`config.mk`:
```
export PLATFORM = sky130hd
export DESIGN_NAME = cpwm_timer
export DESIGN_NICKNAME = d
export VERILOG_FILES = /design/src/rtl/cpwm_pkg.sv /design/src/rtl/cpwm_regs.sv /design/src/rtl/cpwm_counter.sv /design/src/rtl/cpwm_chan.sv /design/src/rtl/cpwm_timer.sv
export SDC_FILE = /design/constraint.sdc
export NUM_CORES = 1
export LEC_CHECK = 0
export BUFFER_PORTS_ARGS = -buffer_cell sky130_fd_sc_hd__buf_4
export CORE_MARGIN = 5
export CORE_UTILIZATION = 55
export CTS_CLUSTER_SIZE = 16
export DETAILED_ROUTE_END_ITERATION = 10
export PLACE_DENSITY_LB_ADDON = 0.05
export SLEW_MARGIN = 10
export SYNTH_ARGS = -nofsm -noshare
export SYNTH_HDL_FRONTEND = slang
export SYNTH_SLANG_ARGS = --single-unit
```
`constraint.sdc`:
```
create_clock -name clk -period 7.5 [get_ports clk]
set_clock_uncertainty 0.15 [all_clocks]
set_input_delay 1.5 -clock clk [delete_from_list [all_inputs] [get_ports clk]]
set_output_delay 1.5 -clock clk [all_outputs]
set_load 0.02 [all_outputs]
```
`src/rtl/cpwm_pkg.sv`:
```
// Shared constants for the centre-aligned PWM timer: register addresses
// and control-word bit positions. Assumes at most eight channels.
package cpwm_pkg;
    localparam int unsigned ADDR_W    = 4;
    localparam logic [ADDR_W-1:0] A_CTRL = 4'd0;
    localparam logic [ADDR_W-1:0] A_PSC  = 4'd1;
    localparam logic [ADDR_W-1:0] A_ARR  = 4'd2;
    localparam logic [ADDR_W-1:0] A_MODE = 4'd3;
    localparam logic [ADDR_W-1:0] A_POL  = 4'd4;
    localparam int unsigned CMP_BASE  = 8;
    localparam int unsigned MAX_CH    = 8;
    localparam int unsigned CB_RUN    = 0;
    localparam int unsigned CB_BOTTOM = 1;
    localparam int unsigned CB_GATE   = 2;
endpackage

```
`src/rtl/cpwm_regs.sv`:
```
// Register file with shadow/active pairs for prescaler, reload and compare.
// Control, mode and polarity take effect at once. Shadow values move to the
// active set when the timer is stopped, or at a permitted turnaround, and
// never while lock is high. Assumes NCH <= MAX_CH and NCH <= CW.
module cpwm_regs
    import cpwm_pkg::*;
#(
    parameter int unsigned NCH     = 4,
    parameter int unsigned CW      = 16,
    parameter int unsigned PW      = 8,
    parameter int unsigned ARR_RST = 100
) (
    input  logic              clk,
    input  logic              rst_n,
    input  logic              wr_en,
    input  logic [ADDR_W-1:0] wr_addr,
    input  logic [CW-1:0]     wr_data,
    input  logic              lock,
    input  logic              evt_top,
    input  logic              evt_bot,
    output logic              ctrl_run,
    output logic              ctrl_bottom,
    output logic              ctrl_gate,
    output logic [NCH-1:0]    mode_hi,
    output logic [NCH-1:0]    pol_lo,
    output logic [PW-1:0]     psc_act,
    output logic [CW-1:0]     arr_act,
    output logic [NCH*CW-1:0] cmp_flat
);
    logic          commit;
    logic [PW-1:0] psc_sh;
    logic [CW-1:0] arr_sh;
    logic [CW-1:0] cmp_sh  [NCH];
    logic [CW-1:0] cmp_act [NCH];

    // Transfer permission: stopped, or a turnaround allowed by the option, and not locked.
    assign commit = !lock && (!ctrl_run || evt_bot || (evt_top && !ctrl_bottom));

    // Immediate control, mode and polarity registers.
    always_ff @(posedge clk) begin
        if (!rst_n) begin
            ctrl_run    <= 1'b0;
            ctrl_bottom <= 1'b0;
            ctrl_gate   <= 1'b0;
            mode_hi     <= '0;
            pol_lo      <= '0;
        end else if (wr_en) begin
            if (wr_addr == A_CTRL) begin
                ctrl_run    <= wr_data[CB_RUN];
                ctrl_bottom <= wr_data[CB_BOTTOM];
                ctrl_gate   <= wr_data[CB_GATE];
            end
            if (wr_addr == A_MODE) mode_hi <= wr_data[NCH-1:0];
            if (wr_addr == A_POL)  pol_lo  <= wr_data[NCH-1:0];
        end
    end

    // Period shadows (reload clamped to at least 1) and their active copies.
    always_ff @(posedge clk) begin
        if (!rst_n) begin
            psc_sh  <= '0;
            psc_act <= '0;
            arr_sh  <= CW'(ARR_RST);
            arr_act <= CW'(ARR_RST);
        end else begin
            if (wr_en && wr_addr == A_PSC) psc_sh <= wr_data[PW-1:0];
            if (wr_en && wr_addr == A_ARR) arr_sh <= (wr_data == '0) ? CW'(1) : wr_data;
            if (commit) begin
                psc_act <= psc_sh;
                arr_act <= arr_sh;
            end
        end
    end

    for (genvar i = 0; i < NCH; i++) begin : g_cmp
        // Compare shadow and active pair of one channel.
        always_ff @(posedge clk) begin
            if (!rst_n) begin
                cmp_sh[i]  <= '0;
                cmp_act[i] <= '0;
            end else begin
                if (wr_en && wr_addr == ADDR_W'(CMP_BASE + i)) cmp_sh[i] <= wr_data;
                if (commit) cmp_act[i] <= cmp_sh[i];
            end
        end
        assign cmp_flat[i*CW +: CW] = cmp_act[i];
    end
endmodule

```
`src/rtl/cpwm_counter.sv`:
```
// Prescaler and centre-aligned up/down counter. Flags the top and bottom
// turnarounds combinationally in the cycle whose edge lands on them.
// Assumes arr_act >= 1. Clearing run returns the count to 0, counting up.
module cpwm_counter #(
    parameter int unsigned CW = 16,
    parameter int unsigned PW = 8
) (
    input  logic          clk,
    input  logic          rst_n,
    input  logic          run,
    input  logic          gate_mode,
    input  logic          gate_in,
    input  logic [PW-1:0] psc_act,
    input  logic [CW-1:0] arr_act,
    output logic [CW-1:0] cnt,
    output logic          dir_up,
    output logic          evt_top,
    output logic          evt_bot
);
    logic [PW-1:0] pre_cnt;
    logic          advance;
    logic          tick;
    logic          at_top;
    logic          at_bot;

    // Counting allowed: running, and either not gated or gate open.
    assign advance = run && (!gate_mode || gate_in);
    assign tick    = advance && (pre_cnt >= psc_act);
    assign at_top  = ({1'b0, cnt} + (CW+1)'(1)) >= {1'b0, arr_act};
    assign at_bot  = cnt <= CW'(1);
    assign evt_top = tick && dir_up && at_top;
    assign evt_bot = tick && !dir_up && at_bot;

    // Prescaler divider and triangle counter.
    always_ff @(posedge clk) begin
        if (!rst_n || !run) begin
            pre_cnt <= '0;
            cnt     <= '0;
            dir_up  <= 1'b1;
        end else if (advance) begin
            if (tick) begin
                pre_cnt <= '0;
                if (dir_up) begin
                    if (at_top) begin
                        cnt    <= arr_act;
                        dir_up <= 1'b0;
                    end else begin
                        cnt <= cnt + CW'(1);
                    end
                end else begin
                    if (at_bot) begin
                        cnt    <= '0;
                        dir_up <= 1'b1;
                    end else begin
                        cnt <= cnt - CW'(1);
                    end
                end
            end else begin
                pre_cnt <= pre_cnt + PW'(1);
            end
        end
    end
endmodule

```
`src/rtl/cpwm_chan.sv`:
```
// One output channel: compares the shared count with the channel's active
// compare value, applies sense and polarity, and forces the inactive
// level while the timer is stopped. Purely combinational.
module cpwm_chan #(
    parameter int unsigned CW = 16
) (
    input  logic          run,
    input  logic [CW-1:0] cnt,
    input  logic [CW-1:0] cmp,
    input  logic          mode_hi,
    input  logic          pol_lo,
    output logic          pwm
);
    logic below;

    // Raw comparison, sense selection, run gating, then polarity.
    always_comb begin
        below = cnt < cmp;
        pwm   = pol_lo ^ (run & (mode_hi ^ below));
    end
endmodule

```
`src/rtl/cpwm_timer.sv`:
```
// Top of the centre-aligned PWM timer: register file, shared counter and
// NCH channel comparators. The turnaround flags from the counter drive the
// shadow transfers in the register file on the same clock edge.
module cpwm_timer
    import cpwm_pkg::*;
#(
    parameter int unsigned NCH     = 4,
    parameter int unsigned CW      = 16,
    parameter int unsigned PW      = 8,
    parameter int unsigned ARR_RST = 100
) (
    input  logic              clk,
    input  logic              rst_n,
    input  logic              wr_en,
    input  logic [ADDR_W-1:0] wr_addr,
    input  logic [CW-1:0]     wr_data,
    input  logic              lock,
    input  logic              gate_in,
    output logic [NCH-1:0]    pwm_out,
    output logic [CW-1:0]     cnt_out,
    output logic              cnt_up
);
    logic              ctrl_run, ctrl_bottom, ctrl_gate;
    logic [NCH-1:0]    mode_hi, pol_lo;
    logic [PW-1:0]     psc_act;
    logic [CW-1:0]     arr_act;
    logic [NCH*CW-1:0] cmp_flat;
    logic [CW-1:0]     cnt;
    logic              dir_up, evt_top, evt_bot;

    cpwm_regs #(.NCH(NCH), .CW(CW), .PW(PW), .ARR_RST(ARR_RST)) regs_i (
        .clk(clk), .rst_n(rst_n), .wr_en(wr_en), .wr_addr(wr_addr),
        .wr_data(wr_data), .lock(lock), .evt_top(evt_top), .evt_bot(evt_bot),
        .ctrl_run(ctrl_run), .ctrl_bottom(ctrl_bottom), .ctrl_gate(ctrl_gate),
        .mode_hi(mode_hi), .pol_lo(pol_lo), .psc_act(psc_act),
        .arr_act(arr_act), .cmp_flat(cmp_flat)
    );

    cpwm_counter #(.CW(CW), .PW(PW)) cnt_i (
        .clk(clk), .rst_n(rst_n), .run(ctrl_run), .gate_mode(ctrl_gate),
        .gate_in(gate_in), .psc_act(psc_act), .arr_act(arr_act),
        .cnt(cnt), .dir_up(dir_up), .evt_top(evt_top), .evt_bot(evt_bot)
    );

    for (genvar i = 0; i < NCH; i++) begin : g_ch
        cpwm_chan #(.CW(CW)) ch_i (
            .run(ctrl_run), .cnt(cnt), .cmp(cmp_flat[i*CW +: CW]),
            .mode_hi(mode_hi[i]), .pol_lo(pol_lo[i]), .pwm(pwm_out[i])
        );
    end

    assign cnt_out = cnt;
    assign cnt_up  = dir_up;
endmodule

```
==> impl_summary.md <==
Power and ir drop
The worst vdd rail ir drop is 0.1929 mV. The power share of the combinational group is 5.4%. The share of power burned in registers is 50.9%. Cell internal power was estimated by the tool at 1.998 mW. The clock group share of total power is 43.7%. In this run switching power makes up 21.73% of total power.

In this run the power density over the cells is 204.6 nW/µm². For this design the static power due to leakage is 5.015 nW. The analysis attributes to net switching a power of 0.5549 mW.

Timing
At the pin with the least slew margin, the transition time is 1.136 ns. Counting I/O delays and the setup requirement, the final critical path takes 5.170 ns. Dividing the final minimum period by the clock period gives 68.93%. Timing would allow up to 193.4 MHz. The number of failing hold endpoints at the final stage is 0. The total setup violations reported at the end of the flow is 0.

In this run the tightest slew margin relative to its limit is 23.87%. Setup repair after global routing left no endpoint under its margin. In the final timing run, aggregate negative setup slack is 0 ns. The total count of max-transition violations in the final report is 0.

Cells and area
The count of antenna diodes in the layout is 0. The area growth from synthesis to layout is 10.61%. The number of nets in the finished design is 1220. The final instance area is 12480 µm². Cells with a size suffix above 1 make up 9.520% of the layout.

Logic synthesis
The biggest area contributor in the post-synthesis netlist is sky130_fd_sc_hd__edfxtp_1. After synthesis, flip-flops and latches occupy 48.97% of the total area. The post-synthesis instance area is 11280 µm². The proportion of register bits with asynchronous set or reset after synthesis is 0%. The post-synth net total is 1198. The library cell with the highest instance count after synthesis is sky130_fd_sc_hd__and2_1.

The top cell type by area accounts for 34.07% of the synthesized area. The most instantiated flip-flop cell in the synthesis netlist is sky130_fd_sc_hd__edfxtp_1. The number of warnings reported in the yosys synthesis log is 0. Synthesis handed over a netlist of 1085 instances. Counting flops with a built-in enable in the synthesized netlist gives 128. The mean post-synth cell area is 10.40 µm². In the synthesized netlist, the cells that appear most often are 131 x sky130_fd_sc_hd__and2_1, 128 x sky130_fd_sc_hd__edfxtp_1, 95 x sky130_fd_sc_hd__inv_1, 88 x sky130_fd_sc_hd__ha_1, 84 x sky130_fd_sc_hd__dfxtp_1.

The number of distinct library cells after synthesis is 66. After synthesis the netlist holds a flip-flop and latch count of 212. After synthesis, the cell types taking the most area are sky130_fd_sc_hd__edfxtp_1 34%, sky130_fd_sc_hd__dfxtp_1 15%, sky130_fd_sc_hd__ha_1 9.8%.

Clocking
The number of levels in the clock H-tree is 1. The source-to-sink clock delay at the later pin of the worst-skew pair is 0.51 ns. The number of clock sinks seen by CTS is 212. The clock input transition at the sequential cells of the worst setup and hold paths is 0.06 ns.

The total of cells resized after clock tree synthesis is 0. The TritonCTS clock tree is built. The tree is rooted in a sky130_fd_sc_hd__clkbuf_16. Once the clock tree was built, the setup fixing pass inserted 0 buffers. Hold repair after CTS inserted 0 buffers. The total CTS buffers is 24. Counting along the longest clock path gives a buffer depth of 3.

Routing
The detail route stage leaves a number of antenna-violating nets equal to 0. Dividing the detail-routed wire length by the instance count gives 19.13 µm. The final wirelength is 26.67 mm. The iteration count of the initial detailed-routing pass is 5.

The violation count after the first detailed-routing iteration is 472. The routed layout has 7813 vias. Dividing the detail-routed via count by the number of cells gives 5.605.

The residual DRC count is 0.

Global routing
Global routing used 22.64% of the available tracks. The number of antenna violations at the first check in global routing is 0. The first global-routing pass estimated 42.19 mm of wire. The via count of the first global-routing pass came to 7496. Entering global routing, the biggest net connects 89 pins.

The final global-route overflow total is 0.

Placed design
Once detailed placement completed, the half-perimeter wirelength came to 18.94 mm. Port buffering added 45 buffers. The placer congestion estimate is 0.8677. The placed instances occupy a cell area of 11730 µm².

Critical path
The category of the critical setup timing path is register to output port. For the worst setup path, the data arrival time is 3.52 ns. STA puts the critical path data required time at 5.85 ns.

Along the worst path, the maximum fanout reaches 13. STA classifies the critical path startpoint as a register. The critical path endpoint category is an output port.

Die
The count of boundary I/O pins is 46. The area of the core region is 20230 µm². The overall die area is 23480 µm².

From left edge to right edge, the die measures 153.2 µm. The row count is 52. The height of the chip is 153.2 µm. The initial cell density of the core is 55.76%.

Flow run
The number of violations of the max-capacitance limit is 0.

Status
The run finished with clean final reports.

Hold path
The worst hold path class is register to register.
## registers in the layout, indices dropped and copies added, names as in the netlist
| name | cells |
|---|---|
| regs_i.ctrl_bottom | 1 |
| regs_i.cmp_sh | 64 |
| regs_i.psc_sh | 8 |
| regs_i.mode_hi | 4 |
| regs_i.ctrl_gate | 1 |
| regs_i.arr_sh | 16 |
| cnt_i.dir_up | 1 |
| cnt_i.cnt | 16 |
| regs_i.arr_act | 16 |
| regs_i.pol_lo | 4 |
| cnt_i.pre_cnt | 8 |
| regs_i.psc_act | 8 |
| regs_i.ctrl_run | 1 |
| regs_i.cmp_act | 64 |
## metal layers
metal / global-route usage, % / part of all wire [%] / up-vias
li1: - / - / 3903
met1: 33.36 / 48 / 3703
met2: 36.42 / 46 / 174
met3: 2.686 / 4.3 / 33
met4: 4.497 / 1.5 / 0
met5: 0 / 0 / -
## final timing paths
kind | start | endpoint | slack, ns | cells after the start
setup / recovery | cnt_i.cnt[13] | pwm_out[3] | 2.33 | 8
hold / removal | regs_i.arr_sh[7] | regs_i.arr_sh[7] | 0.31 | 2
setup reg to reg | cnt_i.cnt[3] | regs_i.cmp_act[3][11] | 2.55 | 14
hold reg to reg | regs_i.arr_sh[7] | regs_i.arr_sh[7] | 0.31 | 2
## kinds of logic after synthesis
kind of cell | after synthesis | share of synthesized area [%]
xor+xnor | 22 | 1.708
buf+inv | 151 | 5.756
mux | 20 | 1.819
simple gates | 369 | 18.43
flops | 212 | 48.97
fa+ha+maj | 88 | 9.759
compound gates | 223 | 13.55
## final cells by class
cell class,instances,area [µm²]
clock buffer,33,675.6
clock inverter,10,76.32
fill,1721,7755
inverter,95,356.6
multi-input combinational,722,5117
sequential,212,5525
tap,270,337.8
timing repair buffer,52,390.4
## stage by stage
| step | hold slack, ns | power, mW | util (%) | setup slack (ns) | instances |
|---|---|---|---|---|---|
| 2_1_floorplan | 0.2869 | 1.407 | - | 2.662 | 1085 |
| 3_3_place_gp | 0.2956 | 1.459 | 57.96 | 2.625 | 1351 |
| 3_5_place_dp | 0.3011 | 1.463 | 57.96 | 2.539 | 1351 |
| 4_1_cts | 0.3145 | 2.573 | 61.67 | 2.298 | 1394 |
| 5_1_grt | 0.3323 | 2.643 | 61.67 | 2.095 | 1394 |
| 6_report | 0.3120 | 2.553 | 61.67 | 2.330 | 1394 |
## placed cells by master, fill, tap and decap left out, drive strengths merged, types with 3 or more instances in the layout
master and instances:
nand4b 3, clkinv 9, nor2b 18, edfxtp 128, a22o 23, nand2b 20, a21oi 46, xor2 12
o21a 8, mux2 4, clkbuf 33, a41oi 4, and3 6, nor2 40, o31ai 3, nand2 66
nor4 18, nand3b 6, a21o 12, a22oi 4, nand4 8, and2 132, nand3 22, a221oi 4
o21ai 50, a21boi 18, nor3 14, xnor2 10, o211ai 13, a31oi 6, inv 95, and4 10
a211oi 10, o2111ai 5, ha 88, dfxtp 84, buf 52, mux2i 16
## power groups by stage
stage	combinational (mW)	clock (mW)	sequential (mW)
floorplan	0.0863	0	1.32
global placement	0.136	0	1.32
detailed placement	0.138	0	1.33
CTS	0.138	1.13	1.30
global route	0.154	1.18	1.30
finish	0.137	1.12	1.30
## critical path, stage by stage (launching register included)
cell and delay (ns):
sky130_fd_sc_hd__dfxtp_1 0.83, sky130_fd_sc_hd__ha_1 0.36, sky130_fd_sc_hd__a21o_1 0.16, sky130_fd_sc_hd__a21o_1 0.16, sky130_fd_sc_hd__a221oi_1 0.79, sky130_fd_sc_hd__nand3_1 0.13, sky130_fd_sc_hd__mux2_2 0.30, sky130_fd_sc_hd__o2111ai_1 0.09
sky130_fd_sc_hd__buf_4 0.17
Power figures use the tool's default switching activity.
